File: src/rtl/pm1_pkg.sv
// Shared offsets, bit positions and sleep-type helpers for the power-management
// event register block. Assumes byte offsets on a 4-bit address.
package pm1_pkg;
    localparam int ADDR_W = 4;
    localparam logic [ADDR_W-1:0] OFS_STATUS  = 4'h0;
    localparam logic [ADDR_W-1:0] OFS_CONTROL = 4'h4;
    localparam logic [ADDR_W-1:0] OFS_TIMER   = 4'h8;

    // status bit positions
    localparam int ST_TMROF = 0;
    localparam int ST_GBL   = 5;
    // control bit positions
    localparam int CT_SCI   = 0;
    localparam int CT_SCR   = 1;
    localparam int CT_REL   = 2;
    localparam int CT_TYPLO = 10;
    localparam int CT_SLEEP = 13;

    typedef enum logic [2:0] {
        SLP_S0 = 3'b000,
        SLP_S1 = 3'b001,
        SLP_S3 = 3'b101,
        SLP_S4 = 3'b110,
        SLP_S5 = 3'b111
    } slp_type_e;

    // True when the 3-bit sleep code is one of the defined states
    function automatic logic slp_type_ok(input logic [2:0] t);
        return !(t == 3'b010 || t == 3'b011 || t == 3'b100);
    endfunction
endpackage

File: src/rtl/pm_timer.sv
// Free-running power-management timer. Advances on tick_en and wraps at all-ones.
// Flags ovf_pulse in the cycle whose tick drives bit OVF_BIT from 1 to 0.
// Assumes OVF_BIT < TMR_W and a synchronous active-low reset.
module pm_timer #(
    parameter int TMR_W   = 24,
    parameter int OVF_BIT = 22
) (
    input  logic             clk,
    input  logic             rst_n,
    input  logic             tick_en,
    output logic [TMR_W-1:0] count,
    output logic             ovf_pulse
);
    logic [TMR_W-1:0] count_nx;

    // Next count value and falling-edge detection on the watched bit
    always_comb begin
        count_nx  = count + 1'b1;
        ovf_pulse = tick_en && count[OVF_BIT] && !count_nx[OVF_BIT];
    end

    // Counter register
    always_ff @(posedge clk) begin
        if (!rst_n)       count <= '0;
        else if (tick_en) count <= count_nx;
    end


    timer_step_chk: assert property (@(posedge clk) disable iff (!rst_n)
        tick_en |=> count == TMR_W'($past(count) + 1'b1));
endmodule

File: src/rtl/pm_status.sv
// Two sticky status bits: timer overflow and global status. Each is set by its
// event and cleared by a write of one. A set in the same cycle wins over a clear.
module pm_status (
    input  logic clk,
    input  logic rst_n,
    input  logic ovf_set,
    input  logic gbl_set,
    input  logic clr_wr,
    input  logic clr_tmrof,
    input  logic clr_gbl,
    output logic tmrof,
    output logic gbl
);
    // Sticky bits with set priority
    always_ff @(posedge clk) begin
        if (!rst_n) begin
            tmrof <= 1'b0;
            gbl   <= 1'b0;
        end else begin
            tmrof <= ovf_set || (tmrof && !(clr_wr && clr_tmrof));
            gbl   <= gbl_set || (gbl && !(clr_wr && clr_gbl));
        end
    end


    tmrof_set_wins_chk: assert property (@(posedge clk) disable iff (!rst_n)
        ovf_set |=> tmrof);

    tmrof_clear_chk: assert property (@(posedge clk) disable iff (!rst_n)
        (clr_wr && clr_tmrof && !ovf_set) |=> !tmrof);
endmodule

File: src/rtl/pm_control.sv
// Control word: interrupt enable, scratch bit, sleep type, and two write-only
// triggers (firmware release event and sleep request). The sleep type sits in
// the RTC well and is cleared only by rtc_rst_n. A sleep request uses the type
// written in the same access and is dropped when that type is reserved.
module pm_control
    import pm1_pkg::*;
(
    input  logic       clk,
    input  logic       rst_n,
    input  logic       rtc_rst_n,
    input  logic       ctl_wr,
    input  logic       wd_sci,
    input  logic       wd_scr,
    input  logic       wd_rel,
    input  logic       wd_sleep,
    input  logic [2:0] wd_typ,
    output logic       sci_en,
    output logic       scratch,
    output logic [2:0] slp_typ,
    output logic       fw_event,
    output logic       sleep_req,
    output logic [2:0] sleep_type
);
    // Sleep type field, RTC-well reset only
    always_ff @(posedge clk) begin
        if (!rtc_rst_n)  slp_typ <= 3'b000;
        else if (ctl_wr) slp_typ <= wd_typ;
    end

    // Platform-reset control bits and one-cycle trigger pulses
    always_ff @(posedge clk) begin
        if (!rst_n) begin
            sci_en     <= 1'b0;
            scratch    <= 1'b0;
            fw_event   <= 1'b0;
            sleep_req  <= 1'b0;
            sleep_type <= SLP_S0;
        end else begin
            fw_event  <= ctl_wr && wd_rel;
            sleep_req <= ctl_wr && wd_sleep && slp_type_ok(wd_typ);
            if (ctl_wr) begin
                sci_en  <= wd_sci;
                scratch <= wd_scr;
                if (wd_sleep && slp_type_ok(wd_typ)) sleep_type <= wd_typ;
            end
        end
    end


    sleep_type_valid_chk: assert property (@(posedge clk) disable iff (!rst_n)
        sleep_req |-> slp_type_ok(sleep_type));
endmodule

File: src/rtl/pm1_evt_regs.sv
// Top of the power-management event register block. Decodes the register bus,
// muxes read data combinationally, and forms the interrupt request.
// Assumes TMR_W < 32 and single-cycle read/write strobes.
module pm1_evt_regs
    import pm1_pkg::*;
#(
    parameter int TMR_W   = 24,
    parameter int OVF_BIT = 22
) (
    input  logic              clk,
    input  logic              rst_n,
    input  logic              rtc_rst_n,
    input  logic              tick_en,
    input  logic              tmr_ovf_en,
    input  logic              fw_release,
    input  logic [ADDR_W-1:0] addr,
    input  logic              wr_en,
    input  logic [31:0]       wr_data,
    input  logic              rd_en,
    output logic [31:0]       rd_data,
    output logic              sci_req,
    output logic              fw_event,
    output logic              sleep_req,
    output logic [2:0]        sleep_type
);
    localparam int PAD_W = 32 - TMR_W;

    logic [TMR_W-1:0] tmr_count;
    logic             tmr_ovf;
    logic             st_tmrof, st_gbl;
    logic             c_sci, c_scr;
    logic [2:0]       c_typ;
    logic             wr_status, wr_control;
    logic             unused_wd_bits;

    // Write decode
    always_comb begin
        wr_status  = wr_en && (addr == OFS_STATUS);
        wr_control = wr_en && (addr == OFS_CONTROL);
    end

    assign unused_wd_bits = ^{wr_data[31:14], wr_data[9:6], wr_data[4:1]};

    pm_timer #(.TMR_W(TMR_W), .OVF_BIT(OVF_BIT)) u_timer (
        .clk(clk), .rst_n(rst_n), .tick_en(tick_en),
        .count(tmr_count), .ovf_pulse(tmr_ovf)
    );

    pm_status u_status (
        .clk(clk), .rst_n(rst_n),
        .ovf_set(tmr_ovf), .gbl_set(fw_release),
        .clr_wr(wr_status),
        .clr_tmrof(wr_data[ST_TMROF]), .clr_gbl(wr_data[ST_GBL]),
        .tmrof(st_tmrof), .gbl(st_gbl)
    );

    pm_control u_control (
        .clk(clk), .rst_n(rst_n), .rtc_rst_n(rtc_rst_n),
        .ctl_wr(wr_control),
        .wd_sci(wr_data[CT_SCI]), .wd_scr(wr_data[CT_SCR]),
        .wd_rel(wr_data[CT_REL]), .wd_sleep(wr_data[CT_SLEEP]),
        .wd_typ(wr_data[CT_TYPLO+2:CT_TYPLO]),
        .sci_en(c_sci), .scratch(c_scr), .slp_typ(c_typ),
        .fw_event(fw_event), .sleep_req(sleep_req), .sleep_type(sleep_type)
    );

    // Interrupt request: gated timer overflow or unconditional global status
    always_comb sci_req = (st_tmrof && tmr_ovf_en && c_sci) || st_gbl;

    // Read mux; trigger and reserved bits return zero
    always_comb begin
        rd_data = '0;
        if (rd_en) begin
            unique case (addr)
                OFS_STATUS: begin
                    rd_data[ST_TMROF] = st_tmrof;
                    rd_data[ST_GBL]   = st_gbl;
                end
                OFS_CONTROL: begin
                    rd_data[CT_SCI]                = c_sci;
                    rd_data[CT_SCR]                = c_scr;
                    rd_data[CT_TYPLO+2:CT_TYPLO]   = c_typ;
                end
                OFS_TIMER: rd_data = {{PAD_W{1'b0}}, tmr_count};
                default:   rd_data = '0;
            endcase
        end
    end


    gbl_forces_sci_chk: assert property (@(posedge clk) disable iff (!rst_n)
        st_gbl |-> sci_req);
endmodule

File: config.mk
export PLATFORM = sky130hd
export DESIGN_NAME = pm1_evt_regs
export DESIGN_NICKNAME = d
export VERILOG_FILES = /design/src/rtl/pm1_pkg.sv /design/src/rtl/pm_timer.sv /design/src/rtl/pm_status.sv /design/src/rtl/pm_control.sv /design/src/rtl/pm1_evt_regs.sv
export SDC_FILE = /design/constraint.sdc
export NUM_CORES = 1
export LEC_CHECK = 0
export BUFFER_PORTS_ARGS = -buffer_cell sky130_fd_sc_hd__buf_2
export CAP_MARGIN = 20
export CORE_MARGIN = 2
export CORE_UTILIZATION = 42
export DETAILED_ROUTE_END_ITERATION = 8
export HOLD_SLACK_MARGIN = 0.08
export PLACE_DENSITY = 0.75
export SLEW_MARGIN = 20
export SYNTH_ARGS = -nofsm -noshare
export SYNTH_HDL_FRONTEND = slang
export SYNTH_SLANG_ARGS = --single-unit
File: constraint.sdc
create_clock -name clk -period 1.8 [get_ports clk]
set_input_delay 0.36 -clock clk [delete_from_list [all_inputs] [get_ports clk]]
set_output_delay 0.36 -clock clk [all_outputs]
set_load 0.05 [all_outputs]
==> results of run 1 <==
metal layers:
metal  part of all wire  global-route usage
met3              0.042              0.0484
met1               0.44               0.238
met2               0.49               0.325
met5                  0                   0
met4              0.024              0.0734
layout make-up:
type,instances,area (sq um),share of cell area
clock buffer,7,96.3,0.0328
clock inverter,1,30.0,0.0102
inverter,8,30.0,0.0102
multi-input combinational,170,1210,0.411
sequential,36,731,0.249
tap,52,65.1,0.0221
timing repair buffer,94,779,0.265
state kept, by name, indices dropped and copies added (netlist names):
name / count
u_control.sci_en: 1
u_control.slp_typ: 3
u_timer.count: 24
u_control.sleep_req: 1
u_control.sleep_type: 3
u_status.gbl: 1
u_status.tmrof: 1
u_control.scratch: 1
u_control.fw_event: 1
logic make-up (layout without fill, tap and decap cells):
group,Yosys count,count (layout),share of synthesized area
AOI/OAI and AO/OA,40,40,0.129
xor gates and xnor gates,11,11,0.0514
adders and majority gates,1,1,0.00668
buffers and inverters,28,110,0.0795
DFF,36,36,0.385
muxes,4,4,0.0214
other,1,8,0.00200
and+or+nand+nor,106,106,0.325
worst paths after layout:
path	from	endpoint	slack (ps)	cells past startpoint
worst min-delay path	fw_release	u_status.gbl	270	3
worst max register to register	u_timer.count[10]	u_timer.count[21]	-20	5
worst min register to register	u_control.sleep_type[2]	u_control.sleep_type[2]	460	2
worst max-delay path	u_timer.count[10]	u_timer.count[21]	-20	5
power groups by stage:
| stage | registers [W] | logic [W] | clock network, W |
|---|---|---|---|
| 5_1_grt | 0.000814 | 0.000204 | 0.000830 |
| 6_report | 0.000813 | 0.000189 | 0.000788 |
| 3_5_place_dp | 0.000831 | 0.000168 | 0 |
| 3_3_place_gp | 0.000831 | 0.000165 | 0 |
| 4_1_cts | 0.000813 | 0.000177 | 0.000795 |
| 2_1_floorplan | 0.000835 | 0.000117 | 0 |
cells in the mapped netlist, types with 6 or more instances:
master,number,area share
nand3_1,11,0.029
inv_1,7,0.014
nor2b_1,6,0.020
nor2_1,15,0.030
xnor2_1,7,0.033
dfxtp_1,36,0.38
nand2_1,22,0.044
or3_1,7,0.023
a21oi_1,16,0.043
clkbuf_1,6,0.012
and3_1,17,0.057
buf_4,9,0.036
worst register-to-register path, delay by kind of cell, from the launching register on:
| kind | cells | cell delay [ps] |
|---|---|---|
| and+or+nand+nor | 2 | 780 |
| AOI/OAI and AO/OA | 2 | 420 |
| DFF | 1 | 330 |
| buffers and inverters | 1 | 170 |
stage by stage:
stage | setup WS [ps] | TNS, ps | area, sq um | total power [W] | hold WS (ps)
3_3_place_gp | -124 | -1180 | 2440 | 0.000996 | 442
5_1_grt | -77.0 | -442 | 2940 | 0.00185 | 274
6_report | -24.5 | -46.8 | 2940 | 0.00179 | 271
2_1_floorplan | 9.52 | 0 | 1990 | 0.000952 | 436
4_1_cts | -44.6 | -56.6 | 2740 | 0.00179 | 266
3_5_place_dp | -125 | -1270 | 2440 | 0.000999 | 452
what timing repair did:
action                     4_1_cts  5_1_grt
cloned                           1        1
pin swaps                        9       18
setup endpoints to repair       30       35
resized for setup               43       41
setup buffers                    7        3
==> impl_results.md, run 1 <==
- Number of clock sinks: 36
- Synth Area per Inst: 8.25 sq um
- Standard cell core area: 4320 sq um
- Most common library cell in the layout ignoring fill and taps: buf_4
- Most instantiated flip-flop cell in the synthesis netlist: dfxtp_1
- H-tree depth reported by CTS: 2
- Kind of start point of the critical path: flip-flop
- Worst Max-Slew Pin Slew: 559 ps
- Cts-stage hold buffer count: 0
- Number of maximum-capacitance constraint violations: 0
- Detailed-route via count: 1912
- Largest net degree at the start of global routing: 29
- Share of final-layout standard cells stronger than drive strength 1: 0.500
- Combinational group share of total power: 0.106
- Post-synthesis async set-or-reset flop share: 0
- Non-filler instance count after layout: 368
- Total net switching power: 0.000424 W
- Net total in the final layout: 360
- Endpoint required time on the critical path: 1960 ps
- Worst setup path category: flip-flop to flip-flop
- Detailed-route vias per instance: 5.20
- Global-route wire length before repair: 7.78 mm
- All-Layer GR Usage: 0.193
- Worst IR drop on VDD: 501 uV
- Core Util, Final: 0.680
- Endpoints failing hold: 0
- Fill cell count: 348
- Area of the die: 5010 sq um
- Fmax: 0.548 GHz
- Violations in the final reports: setup timing
- Cells along the critical path: nand4_1 > or4_4 > buf_4 > o31ai_1 > a21oi_2
- Number of ports placed on the die boundary: 82
- Top delay family on crit path: simple AND/OR/NAND/NOR gates
- Number of placed instances with taps included: 348
- Most frequent cells in the layout: buf_4, dfxtp_1, buf_2
- Yosys warning count: 0
- Static power due to leakage: 1.21 nW
- Sequential share of the synthesized area: 0.385
- Last weighted congestion value of the routability-driven placer: 0.781
- Cell with the largest stage delay on the worst path: or4_4
- Period minus WS final: 1820 ps
- Antenna violations before repair: 0
- Top fanout value on the critical path: 5
- Relative area change from synthesis to final layout: 56.9%
- Final setup violation count: 4
- Number of different library cells in the post-synthesis netlist: 41
- Area of the mapped netlist: 1870 sq um
- Avg WL per Cell: 13.4 um
- Clock tree from TritonCTS: yes
- WP data arrival: 1990 ps
- Worst slew slack as a fraction of its limit: 0.627
- Clock network power share: 0.440
- Cell row count: 24
- Diode count: 0
- Crit path capture type: flip-flop
- Residual antenna-violating net count after detailed routing: 0
- Root Buffer Master: clkbuf_8
- Post-Syn Instances: 227
- Starting density of the core: 0.433
- Vertical die dimension: 70.8 um
- Setup repair after global routing missed its margin: yes
- Starting DRC count in detailed routing: 86
- Kind of path behind the tightest hold check: primary input to flip-flop
- Tcrit/Tclk final: 1.01
- Yosys reg bits: 36
- Final Worst Setup Slack: -24.5 ps
- Largest stage delay on the critical path: 610 ps
- Power density over cell area: 609 nW/um^2
- CTS Buf Count: 5
- Number of buffers inserted by port buffering: 49
- Internal cell power: 0.00137 W
- Buffers plus inverters on the worst setup path: 1
- Sum of overflow across all layers after global routing: 0
- Number of buffers on the longest clock path: 2
- Die X-Extent: 70.8 um
- Number of global-route vias before repair: 1725
- Maximum clock skew at final layout: 3.46 ps
- Detailed-router iteration count before antenna repair: 4
- Clock network latency to the later pin of the worst-skew pair: 290 ps
- Routed wire length: 4.92 mm
- Detailed placer's ending HPWL: 3.23 mm
- Number of enable flip-flop cells after synthesis: 0
- Remaining routing DRC violations: 0
- Outcome: complete, but fails checks
- Max-slew violations: 0
- Switching share of power: 0.237
- Sequential share of power: 0.454
- Clock-pin transition on the worst setup and hold timing paths: 70 ps
Note: power is estimated with default switching activity, not from simulation.
==> run 2, diff against run 1 <==
RECOVER_POWER = 25   (was unset)
==> impl_results.md, run 2 (synthesis gave the netlist of run 1 again) <==
- Static power due to leakage: 1.19 nW (-1.8%)
- Global-route wire length before repair: 7.78 mm (unchanged)
- Clock-pin transition on the worst setup and hold timing paths: 70 ps (about the same)
- Sequential share of power: 0.455 (about the same)
- Kind of start point of the critical path: flip-flop
- Post-route standard cell area excluding fillers: 2930 sq um (-0.30%)
- Diode count: 0 (unchanged)
- Worst IR drop on VDD: 500 uV (about the same)
- Cts-stage hold buffer count: 0 (unchanged)
- Endpoint required time on the critical path: 1960 ps (about the same)
- Number of clock sinks: 36 (unchanged)
- Maximum clock skew at final layout: 3.49 ps (+0.0241 ps)
- Share of final-layout standard cells stronger than drive strength 1: 0.484 (-0.0158)
- WP data arrival: 1980 ps (about the same)
- Vertical die dimension: 70.8 um (unchanged)
- Total net switching power: 0.000423 W (-0.21%)
- Die X-Extent: 70.8 um (unchanged)
- Endpoints failing hold: 0 (unchanged)
- Net total in the final layout: 360 (unchanged)
- Number of ports placed on the die boundary: 82 (unchanged)
- Fill cell count: 348 (unchanged)
- Root Buffer Master: clkbuf_8
- Cell row count: 24 (unchanged)
- Buffers plus inverters on the worst setup path: 1 (unchanged)
- Most frequent cells in the layout: buf_4, dfxtp_1, nand2_1
- Cell with the largest stage delay on the worst path: or4_4
- Max-slew violations: 0 (unchanged)
- Setup WS pre-CTS: -125 ps (unchanged)
- Fmax: 0.549 GHz (+0.11%)
- Starting density of the core: 0.433 (unchanged)
- Worst Max-Slew Pin Slew: 596 ps (+36.7 ps)
- Hold Path Depth: 3 (unchanged)
- Final setup violation count: 3 (-1)
- Clock network latency to the later pin of the worst-skew pair: 290 ps (about the same)
- Standard cell core area: 4320 sq um (unchanged)
- Kind of path behind the tightest hold check: primary input to flip-flop
- Top reg by flops: u_timer.count
- Last weighted congestion value of the routability-driven placer: 0.781 (unchanged)
- Clock network power share: 0.440 (about the same)
- Detailed placer's ending HPWL: 3.23 mm (unchanged)
- Starting DRC count in detailed routing: 76 (-12%)
- Final Worst Setup Slack: -22.5 ps (+1.99 ps)
- Antenna violations before repair: 0 (unchanged)
- Avg WL per Cell: 13.3 um (-0.41%)
- CTS Buf Count: 5 (unchanged)
- R2R depth: 5 (unchanged)
- Tcrit/Tclk final: 1.01 (-0.00111)
- Residual antenna-violating net count after detailed routing: 0 (unchanged)
- All-Layer GR Usage: 0.193 (unchanged)
- Relative area change from synthesis to final layout: 56.4%
- Area post-placement: 2440 sq um (unchanged)
- Number of buffers inserted by port buffering: 49 (unchanged)
- Number of global-route vias before repair: 1725 (unchanged)
- Detailed-route vias per instance: 5.19 (-0.16%)
- Number of buffers on the longest clock path: 2 (unchanged)
- Worst setup path category: flip-flop to flip-flop
- Crit path capture type: flip-flop
- Cells along the critical path: nand4_1 > or4_4 > buf_4 > o31ai_1 > a21oi_2
- Combinational group share of total power: 0.105 (about the same)
- Regs by FF count: u_timer.count (24), u_control.sleep_type (3), u_control.slp_typ (3)
- Power density over cell area: 610 nW/um^2 (+0.22%)
- Max FFs per register: 24 (unchanged)
- Top fanout value on the critical path: 5 (unchanged)
- H-tree depth reported by CTS: 2 (unchanged)
- Period minus WS final: 1820 ps (-1.99 ps)
- Clock tree from TritonCTS: yes
- Detailed-router iteration count before antenna repair: 4 (unchanged)
- Top delay family on crit path: simple AND/OR/NAND/NOR gates
- Switching share of power: 0.237 (-0.000322)
- Violations in the final reports: setup timing
- Largest stage delay on the critical path: 610 ps (about the same)
- Routed wire length: 4.90 mm (-0.41%)
- Sum of overflow across all layers after global routing: 0 (unchanged)
- Number of maximum-capacitance constraint violations: 0 (unchanged)
- Depth of the critical timing path with buffers and inverters included: 5 (unchanged)
- Detailed-route via count: 1909 (-0.16%)
- Remaining routing DRC violations: 0 (unchanged)
- Largest net degree at the start of global routing: 29 (unchanged)
- Area of the die: 5010 sq um (unchanged)
- Outcome: complete, but fails checks
- Worst slew slack as a fraction of its limit: 0.605 (-0.0222)
- Setup repair after global routing missed its margin: yes
- Most common library cell in the layout ignoring fill and taps: buf_4
- Internal cell power: 0.00137 W (about the same)
==> run 2: power by group through the flow <==
stage | logic (W) | registers, W | clock network (W)
after global placement | 0.000165 | 0.000831 | 0
final | 0.000188 | 0.000813 | 0.000787
after detailed placement | 0.000168 | 0.000831 | 0
after CTS | 0.000177 | 0.000813 | 0.000795
after global routing | 0.000203 | 0.000814 | 0.000830
after floorplan | 0.000117 | 0.000835 | 0
==> run 2: final timing paths <==
| kind | startpoint | end | slack (ps) |
|---|---|---|---|
| worst max register to register | u_timer.count[10] | u_timer.count[21] | -20 |
| worst min register to register | u_control.sleep_type[2] | u_control.sleep_type[2] | 460 |
| worst max-delay path | u_timer.count[10] | u_timer.count[21] | -20 |
| worst min-delay path | fw_release | u_status.gbl | 270 |
==> run 2: stage by stage <==
step	utilization	std cells	total power [W]	setup TNS, ps	hold WS [ps]
2_1_floorplan	-	234	0.000952	0	436
3_3_place_gp	0.563	348	0.000996	-1180	442
3_5_place_dp	0.563	348	0.000999	-1270	452
4_1_cts	0.634	364	0.00179	-56.6	266
5_1_grt	0.678	368	0.00185	-442	274
6_report	0.678	368	0.00179	-42.3	272
==> run 2: what timing repair did <==
item                                    in CTS  in global routing
buffers inserted                             7                  3
gates cloned                                 1                  1
resized for setup                           43                 41
endpoints found under the setup margin      30                 35
pin swaps                                    9                 18
==> run 2: final cells by class <==
class	count	area, sq um	area share
Multi-Input combinational cell	170	1210	0.412
Clock inverter	1	30.0	0.0102
Sequential cell	36	731	0.249
Inverter	8	30.0	0.0102
Clock buffer	7	96.3	0.0329
Tap cell	52	65.1	0.0222
Timing Repair Buffer	94	771	0.263
==> run 2: per-layer routing <==
metal,GRT usage,part of all wire,vias up
li1,-,-,968
met1,0.238,0.44,885
met2,0.325,0.49,46
met3,0.0484,0.041,10
met4,0.0734,0.024,0
met5,0,0,-
==> run 2: tightest hold or removal path, cell delays in order <==
cell     delay [ps]
buf_2            80
a21oi_1          30
nor2_1           60
